## config.mk

```make
export PLATFORM = sky130hd
export DESIGN_NAME = flt2log_conv
export DESIGN_NICKNAME = d
export VERILOG_FILES = /design/src/rtl/flt2log_pkg.sv /design/src/rtl/flt2log_seg_sel.sv /design/src/rtl/flt2log_coef_rom.sv /design/src/rtl/flt2log_pack.sv /design/src/rtl/flt2log_conv.sv
export SDC_FILE = /design/constraint.sdc
export NUM_CORES = 2
export LEC_CHECK = 0
export BUFFER_PORTS_ARGS = -buffer_cell sky130_fd_sc_hd__buf_2
export CORE_UTILIZATION = 60
export DETAILED_ROUTE_END_ITERATION = 10
export PLACE_DENSITY = 0.77
export SYNTH_ARGS = -nofsm -noshare
export SYNTH_HDL_FRONTEND = slang
export SYNTH_SLANG_ARGS = --single-unit
```

## constraint.sdc

```tcl
create_clock -name clk -period 21.1 [get_ports clk]
set_input_delay 1.055 -clock clk [delete_from_list [all_inputs] [get_ports clk]]
set_output_delay 1.055 -clock clk [all_outputs]
set_load 0.01 [all_outputs]
```

## src/rtl/flt2log_pkg.sv

```systemverilog
package flt2log_pkg;

  localparam int unsigned MANT_W   = 23;
  localparam int unsigned EXP_W    = 8;
  localparam int unsigned EXP_BIAS = 127;
  localparam int unsigned EXP_SW   = EXP_W + 2;

  function automatic real lg2(input real x);
    return $ln(x) / $ln(2.0);
  endfunction

  // lower edge of region k, in units of the mantissa range
  function automatic real seg_lo(input int k, input int sel_w);
    return real'(k) / real'(1 << sel_w);
  endfunction

  // upper edge; the last region stretches to 1.0
  function automatic real seg_hi(input int k, input int sel_w, input int n_seg);
    if (k == n_seg - 1) return 1.0;
    return real'(k + 1) / real'(1 << sel_w);
  endfunction

  function automatic real chord_slope(input int k, input int sel_w, input int n_seg);
    real lo;
    real hi;
    lo = seg_lo(k, sel_w);
    hi = seg_hi(k, sel_w, n_seg);
    return (lg2(1.0 + hi) - lg2(1.0 + lo)) / (hi - lo);
  endfunction

  // slope scaled by 2^(frac_w-1), rounded to nearest
  function automatic int slope_code(input int k, input int sel_w, input int n_seg, input int frac_w);
    return $rtoi(chord_slope(k, sel_w, n_seg) * (2.0 ** (frac_w - 1)) + 0.5);
  endfunction

  // offset scaled by 2^frac_w, rounded to nearest
  function automatic int offset_code(input int k, input int sel_w, input int n_seg, input int frac_w);
    real lo;
    lo = seg_lo(k, sel_w);
    return $rtoi((lg2(1.0 + lo) - chord_slope(k, sel_w, n_seg) * lo) * (2.0 ** frac_w) + 0.5);
  endfunction

endpackage

```

## src/rtl/flt2log_seg_sel.sv

```systemverilog
module flt2log_seg_sel #(
  parameter int SEL_W = 4,
  parameter int N_SEG = 15,
  localparam int IDX_W = $clog2(N_SEG)
) (
  input  logic             clk,
  input  logic             rst_n,
  input  logic [SEL_W-1:0] top_bits,
  output logic [IDX_W-1:0] seg_idx
);

  // one comparator per boundary; boundary k sits at k/2^SEL_W
  logic [N_SEG-2:0] past_edge;

  for (genvar k = 1; k < N_SEG; k++) begin : g_edge
    assign past_edge[k-1] = (top_bits >= SEL_W'(k));
  end

  assign seg_idx = IDX_W'($countones(past_edge));

  p_seg_range_r3: assert property (@(posedge clk) disable iff (!rst_n)
    seg_idx <= IDX_W'(N_SEG - 1));

endmodule

```

## src/rtl/flt2log_coef_rom.sv

```systemverilog
module flt2log_coef_rom #(
  parameter int SEL_W  = 4,
  parameter int N_SEG  = 15,
  parameter int FRAC_W = 24,
  localparam int IDX_W = $clog2(N_SEG)
) (
  input  logic [IDX_W-1:0]  seg_idx,
  output logic [FRAC_W-1:0] slope,
  output logic [FRAC_W-1:0] offset
);

  logic [FRAC_W-1:0] slope_tab  [N_SEG];
  logic [FRAC_W-1:0] offset_tab [N_SEG];

  for (genvar k = 0; k < N_SEG; k++) begin : g_ent
    localparam logic [FRAC_W-1:0] SK = FRAC_W'(flt2log_pkg::slope_code(k, SEL_W, N_SEG, FRAC_W));
    localparam logic [FRAC_W-1:0] OK = FRAC_W'(flt2log_pkg::offset_code(k, SEL_W, N_SEG, FRAC_W));
    assign slope_tab[k]  = SK;
    assign offset_tab[k] = OK;
  end

  assign slope  = slope_tab[seg_idx];
  assign offset = offset_tab[seg_idx];

endmodule

```

## src/rtl/flt2log_pack.sv

```systemverilog
module flt2log_pack #(
  parameter int INT_W  = 8,
  parameter int FRAC_W = 24,
  localparam int MANT_W = flt2log_pkg::MANT_W,
  localparam int EXP_SW = flt2log_pkg::EXP_SW,
  localparam int LOG_W  = INT_W + FRAC_W,
  localparam int PROD_W = FRAC_W + MANT_W,
  localparam int WIDE_W = LOG_W + 2
) (
  input  logic                     clk,
  input  logic                     rst_n,
  input  logic                     s1_vld,
  input  logic                     s1_sgn,
  input  logic                     s1_zero,
  input  logic                     s1_spec,
  input  logic signed [EXP_SW-1:0] s1_exp,
  input  logic [MANT_W-1:0]        s1_mant,
  input  logic [FRAC_W-1:0]        s1_slope,
  input  logic [FRAC_W-1:0]        s1_offset,
  output logic                     out_vld,
  output logic [LOG_W-1:0]         out_log,
  output logic                     out_sgn,
  output logic                     out_zero,
  output logic                     out_spec
);

  localparam logic signed [WIDE_W-1:0] MAX_POS = WIDE_W'({1'b0, {(LOG_W-1){1'b1}}});
  localparam logic signed [WIDE_W-1:0] MIN_NEG = -MAX_POS - WIDE_W'(1);
  localparam logic [LOG_W-1:0] CODE_ZERO = {1'b1, {(LOG_W-1){1'b0}}};
  localparam logic [LOG_W-1:0] CODE_SPEC = {1'b0, {(LOG_W-1){1'b1}}};

  // a*m + b with a in Q1.(FRAC_W-1), m in Q0.MANT_W, b in Q0.FRAC_W
  function automatic logic [FRAC_W:0] line_eval(input logic [FRAC_W-1:0] a,
                                                input logic [MANT_W-1:0] m,
                                                input logic [FRAC_W-1:0] b);
    logic [PROD_W:0] acc;
    acc = (PROD_W+1)'(a) * (PROD_W+1)'(m) + ((PROD_W+1)'(b) << (MANT_W - 1));
    return acc[MANT_W-1 +: FRAC_W+1];
  endfunction

  // integer part from the exponent plus the fraction, clamped to the code range
  function automatic logic [LOG_W-1:0] join_sat(input logic signed [EXP_SW-1:0] e,
                                                input logic [FRAC_W:0] f);
    logic signed [WIDE_W-1:0] wide;
    wide = (WIDE_W'(e) <<< FRAC_W) + $signed(WIDE_W'(f));
    if (wide > MAX_POS) return CODE_SPEC;
    if (wide < MIN_NEG) return CODE_ZERO;
    return wide[LOG_W-1:0];
  endfunction

  logic [FRAC_W:0]  frac_val;
  logic [LOG_W-1:0] log_next;

  assign frac_val = line_eval(s1_slope, s1_mant, s1_offset);

  always_comb begin
    if (s1_spec)      log_next = CODE_SPEC;
    else if (s1_zero) log_next = CODE_ZERO;
    else              log_next = join_sat(s1_exp, frac_val);
  end

  always_ff @(posedge clk or negedge rst_n) begin
    if (!rst_n) begin
      out_vld  <= 1'b0;
      out_log  <= '0;
      out_sgn  <= 1'b0;
      out_zero <= 1'b0;
      out_spec <= 1'b0;
    end else begin
      out_vld <= s1_vld;
      if (s1_vld) begin
        out_log  <= log_next;
        out_sgn  <= s1_sgn;
        out_zero <= s1_zero;
        out_spec <= s1_spec;
      end
    end
  end

  p_hold_r7: assert property (@(posedge clk) disable iff (!rst_n)
    !out_vld |-> $stable(out_log) && $stable(out_sgn) && $stable(out_zero) && $stable(out_spec));

endmodule

```

## src/rtl/flt2log_conv.sv

```systemverilog
module flt2log_conv #(
  parameter int INT_W  = 8,
  parameter int FRAC_W = 24,
  parameter int N_SEG  = 15,
  parameter int SEL_W  = 4,
  localparam int LOG_W  = INT_W + FRAC_W,
  localparam int IDX_W  = $clog2(N_SEG),
  localparam int MANT_W = flt2log_pkg::MANT_W,
  localparam int EXP_W  = flt2log_pkg::EXP_W,
  localparam int EXP_SW = flt2log_pkg::EXP_SW
) (
  input  logic             clk,
  input  logic             rst_n,
  input  logic             in_vld,
  input  logic [31:0]      in_flt,
  output logic             out_vld,
  output logic [LOG_W-1:0] out_log,
  output logic             out_sgn,
  output logic             out_zero,
  output logic             out_spec
);

  // field extraction
  logic [EXP_W-1:0]  exp_fld;
  logic [MANT_W-1:0] mant_fld;
  logic              is_zero;
  logic              is_spec;
  logic signed [EXP_SW-1:0] exp_unb;

  assign exp_fld  = in_flt[30:23];
  assign mant_fld = in_flt[22:0];
  assign is_zero  = (exp_fld == '0) && (mant_fld == '0);
  assign is_spec  = (exp_fld == '1);
  assign exp_unb  = $signed(EXP_SW'(exp_fld)) - EXP_SW'(flt2log_pkg::EXP_BIAS);

  // region select and coefficient read
  logic [IDX_W-1:0]  seg_idx;
  logic [FRAC_W-1:0] slope_rd;
  logic [FRAC_W-1:0] offset_rd;

  flt2log_seg_sel #(.SEL_W(SEL_W), .N_SEG(N_SEG)) u_seg (
    .clk(clk), .rst_n(rst_n),
    .top_bits(mant_fld[MANT_W-1 -: SEL_W]),
    .seg_idx(seg_idx)
  );

  flt2log_coef_rom #(.SEL_W(SEL_W), .N_SEG(N_SEG), .FRAC_W(FRAC_W)) u_rom (
    .seg_idx(seg_idx), .slope(slope_rd), .offset(offset_rd)
  );

  // stage 1 register
  logic                     s1_vld, s1_sgn, s1_zero, s1_spec;
  logic signed [EXP_SW-1:0] s1_exp;
  logic [MANT_W-1:0]        s1_mant;
  logic [FRAC_W-1:0]        s1_slope, s1_offset;

  always_ff @(posedge clk or negedge rst_n) begin
    if (!rst_n) begin
      s1_vld    <= 1'b0;
      s1_sgn    <= 1'b0;
      s1_zero   <= 1'b0;
      s1_spec   <= 1'b0;
      s1_exp    <= '0;
      s1_mant   <= '0;
      s1_slope  <= '0;
      s1_offset <= '0;
    end else begin
      s1_vld <= in_vld;
      if (in_vld) begin
        s1_sgn    <= in_flt[31];
        s1_zero   <= is_zero;
        s1_spec   <= is_spec;
        s1_exp    <= exp_unb;
        s1_mant   <= mant_fld;
        s1_slope  <= slope_rd;
        s1_offset <= offset_rd;
      end
    end
  end

  // stage 2: line evaluation, join, output register
  flt2log_pack #(.INT_W(INT_W), .FRAC_W(FRAC_W)) u_pack (
    .clk(clk), .rst_n(rst_n),
    .s1_vld(s1_vld), .s1_sgn(s1_sgn), .s1_zero(s1_zero), .s1_spec(s1_spec),
    .s1_exp(s1_exp), .s1_mant(s1_mant), .s1_slope(s1_slope), .s1_offset(s1_offset),
    .out_vld(out_vld), .out_log(out_log), .out_sgn(out_sgn),
    .out_zero(out_zero), .out_spec(out_spec)
  );

  p_lat_vld_r1: assert property (@(posedge clk) disable iff (!rst_n)
    in_vld |-> ##2 out_vld);
  p_lat_idle_r1: assert property (@(posedge clk) disable iff (!rst_n)
    !in_vld |-> ##2 !out_vld);
  p_sign_r4: assert property (@(posedge clk) disable iff (!rst_n)
    in_vld |-> ##2 (out_sgn == $past(in_flt[31], 2)));
  p_zero_code_r5: assert property (@(posedge clk) disable iff (!rst_n)
    (in_vld && in_flt[30:0] == '0) |-> ##2 (out_zero && out_log == {1'b1, {(LOG_W-1){1'b0}}}));
  p_spec_code_r6: assert property (@(posedge clk) disable iff (!rst_n)
    (in_vld && in_flt[30:23] == '1) |-> ##2 (out_spec && out_log == {1'b0, {(LOG_W-1){1'b1}}}));
  p_reset_r8: assert property (@(posedge clk)
    !rst_n |-> !out_vld && out_log == '0);

endmodule

```

==> out/results.ini <==
[status]
status = finished clean

[timing]
finalHoldViolCount = 0
tns_ps = 0
period_needed_ps = 10230
rsz0062_at_grt = no
drv_slew = 0
tightest_slew_ps = 1300
post-route-period-util_pct = 48.5
setup_viol = 0
worst_slew_margin_rel_pct = 13.2
clock_skew_ps = 12.2
fmax_mhz = 97.7

[route]
wirelength_mm = 64.3
drt_first_pass_iters = 6
vias = 18800
wl_per_cell_um = 19.5
drc = 0
ant_nets = 0
vias_per_cell = 5.69
drt-initial-drc-count = 1490

[clock_tree]
cts_tree = built
clkLatencyLatePin_ps = 450
cts_hold_buf = 0
cts_resized = 0
cts_buffers = 17
cts_max_level = 4
cts.sinks = 119
postCtsSetupBuffers = 0
cts_root_buf = clkbuf_16
clock_path_buffers = 2
clkTransAtPathRegs_ps = 60

[yosys]
syn-num-nets = 3506
ys_seq_elements = 119
synth.area.top_cells = fa_1 40%, dfrtp_1 12%, ha_1 10%
synth-warning-count = 0
synth_top_area_share_pct = 39.6
yosys.area.top_type = fa_1
synth_edf_count = 0
yosysSeqAreaShare_pct = 12.0
syn-cell-area_sq_mm = 0.0248
syn_inst = 2778
synthArstFlopShare_pct = 100
synth_flop_cell = dfrtp_1
yosysUniqueCellTypes = 79
syn_area_per_cell_sq_um = 8.94

[final_layout]
fillers = 3260
fin_nets = 3478
insertedDiodeCount = 0
final_cell_mix = 626 x inv_1, 492 x fa_1, 391 x nand2_1
syn_to_final_growth_pct = 5.00
final_core_util_pct = 63.9
layout_commonest_cell = inv_1
drive_above_1_share_pct = 6.95

[grt]
antenna_found_initial = 0
globalRouteTotalUtil_pct = 33.4
grt_pass1_wl_mm = 108
grt_pass1_vias = 20300
grt_overflow = 0
grt_max_degree = 89

[floorplan]
die_w_um = 205
dieArea_sq_mm = 0.0422
initial_core_util_pct = 60.9
io_pins = 71
fp-row-count = 74
core_region_area_sq_mm = 0.0408
die_h_um = 205

[worst_setup_path]
cpPeakStageDelay_ps = 1030
path_max_fanout = 24
crit_top_cell = fa_1
critPathRequiredTime_ps = 21470
cp_slowest_cell = dfrtp_1
r2r-end = u_pack.out_log[19]$_DFFE_PN0P_
crit_path_end_kind = register
reg2reg_from = s1_slope[19]$_DFFE_PN0P_
path_class = register to register
r2r_slack_ps = 10870
setup.worst_path.start_class = register
reg2reg_depth = 32
worstPathArrival_ps = 10610

[placement]
port-buffer-count = 70
gp_congestion = 0.961
hpwl_mm = 51.3

[worst_hold_path]
min_to = s1_offset[10]$_DFFE_PN0P_
worstHoldPathCells = 2
hold_path.class = register to register
worstHoldStart = s1_offset[10]$_DFFE_PN0P_

[flow_run]
drv_cap = 0

[critical path: cells and delay by family, from the launching register on]
| family | cells | cell delay [ps] |
|---|---|---|
| AO/OA/AOI/OAI | 8 | 2330 |
| AND/OR/NAND/NOR | 7 | 1620 |
| adder cells (fa/ha/maj) | 10 | 4570 |
| XOR/XNOR | 1 | 180 |
| multiplexers | 1 | 110 |
| flip-flops | 1 | 1030 |
| buffers and inverters | 5 | 270 |
[kinds of logic after synthesis]
group                    Yosys count  synth area share (%)
AND/OR/NAND/NOR                  831                  16.0
adder cells (fa/ha/maj)          694                  49.8
buffers and inverters            769                  11.8
AO/OA/AOI/OAI                    288                  7.26
flip-flops                       119                  12.0
XOR/XNOR                          32                  1.13
multiplexers                      45                  2.02
[cells in the mapped netlist, types with 12 or more instances]
master,instances
inv_1,626
fa_1,492
nand2_1,391
and2_1,238
ha_1,201
clkbuf_1,124
dfrtp_1,119
a21oi_1,105
nor2_1,100
o21ai_0,64
mux2_2,41
nand3_1,25
xnor2_1,18
a21o_1,15
a31oi_1,15
nand4_1,14
xor2_1,14
nor3_1,13
buf_1,12
[layer usage]
metal	up-vias	GRT usage [%]	wire, um
met1	9501	47.0	27000
met3	105	6.40	5750
li1	8294	-	-
met5	-	0	0
met2	851	53.4	30000
met4	0	8.70	1560
[through the flow]
step / cells / setup WS (ps) / area (sq um) / hold WS (ps)
after floorplan: 2778 / 12640 / 24800 / 352
after global placement: 3263 / 11280 / 25500 / 484
after detailed placement: 3263 / 10970 / 25500 / 480
after CTS: 3295 / 10930 / 26100 / 508
after global routing: 3295 / 10410 / 26100 / 523
final: 3295 / 10870 / 26100 / 508
[worst max-delay path by stage]
stage / from / end / cells after the start
3_5_place_dp: s1_mant[14]$_DFFE_PN0P_ / u_pack.out_log[19]$_DFFE_PN0P_ / 32
4_1_cts: s1_mant[14]$_DFFE_PN0P_ / u_pack.out_log[19]$_DFFE_PN0P_ / 32
5_1_grt: s1_mant[4]$_DFFE_PN0P_ / u_pack.out_log[19]$_DFFE_PN0P_ / 35
6_report: s1_slope[19]$_DFFE_PN0P_ / u_pack.out_log[19]$_DFFE_PN0P_ / 32
2_1_floorplan: s1_mant[4]$_DFFE_PN0P_ / u_pack.out_log[11]$_DFFE_PN0P_ / 38
3_3_place_gp: s1_slope[19]$_DFFE_PN0P_ / u_pack.out_log[19]$_DFFE_PN0P_ / 32
[cell type report]
cell class              count  area [sq um]  area share [%]
multi-input cells        1890         18900            72.6
flip-flops and latches    119          2980            11.4
inverters                 626          2350            9.01
well taps                 532           666            2.55
repair buffers             96           551            2.11
clock buffers              18           439            1.68
clock inverters            14           159           0.609
[flip-flops by register name, indices dropped and copies added, names as in the netlist]
signal	count
s1_mant	23
u_pack.out_spec	1
s1_slope	24
u_pack.out_log	32
s1_exp	9
s1_sgn	1
u_pack.out_zero	1
s1_offset	23
s1_zero	1
u_pack.out_vld	1
s1_spec	1
s1_vld	1
u_pack.out_sgn	1
Power is not shown: default switching activity piles up to over one toggle a cycle in this logic, so the estimate is an artifact.
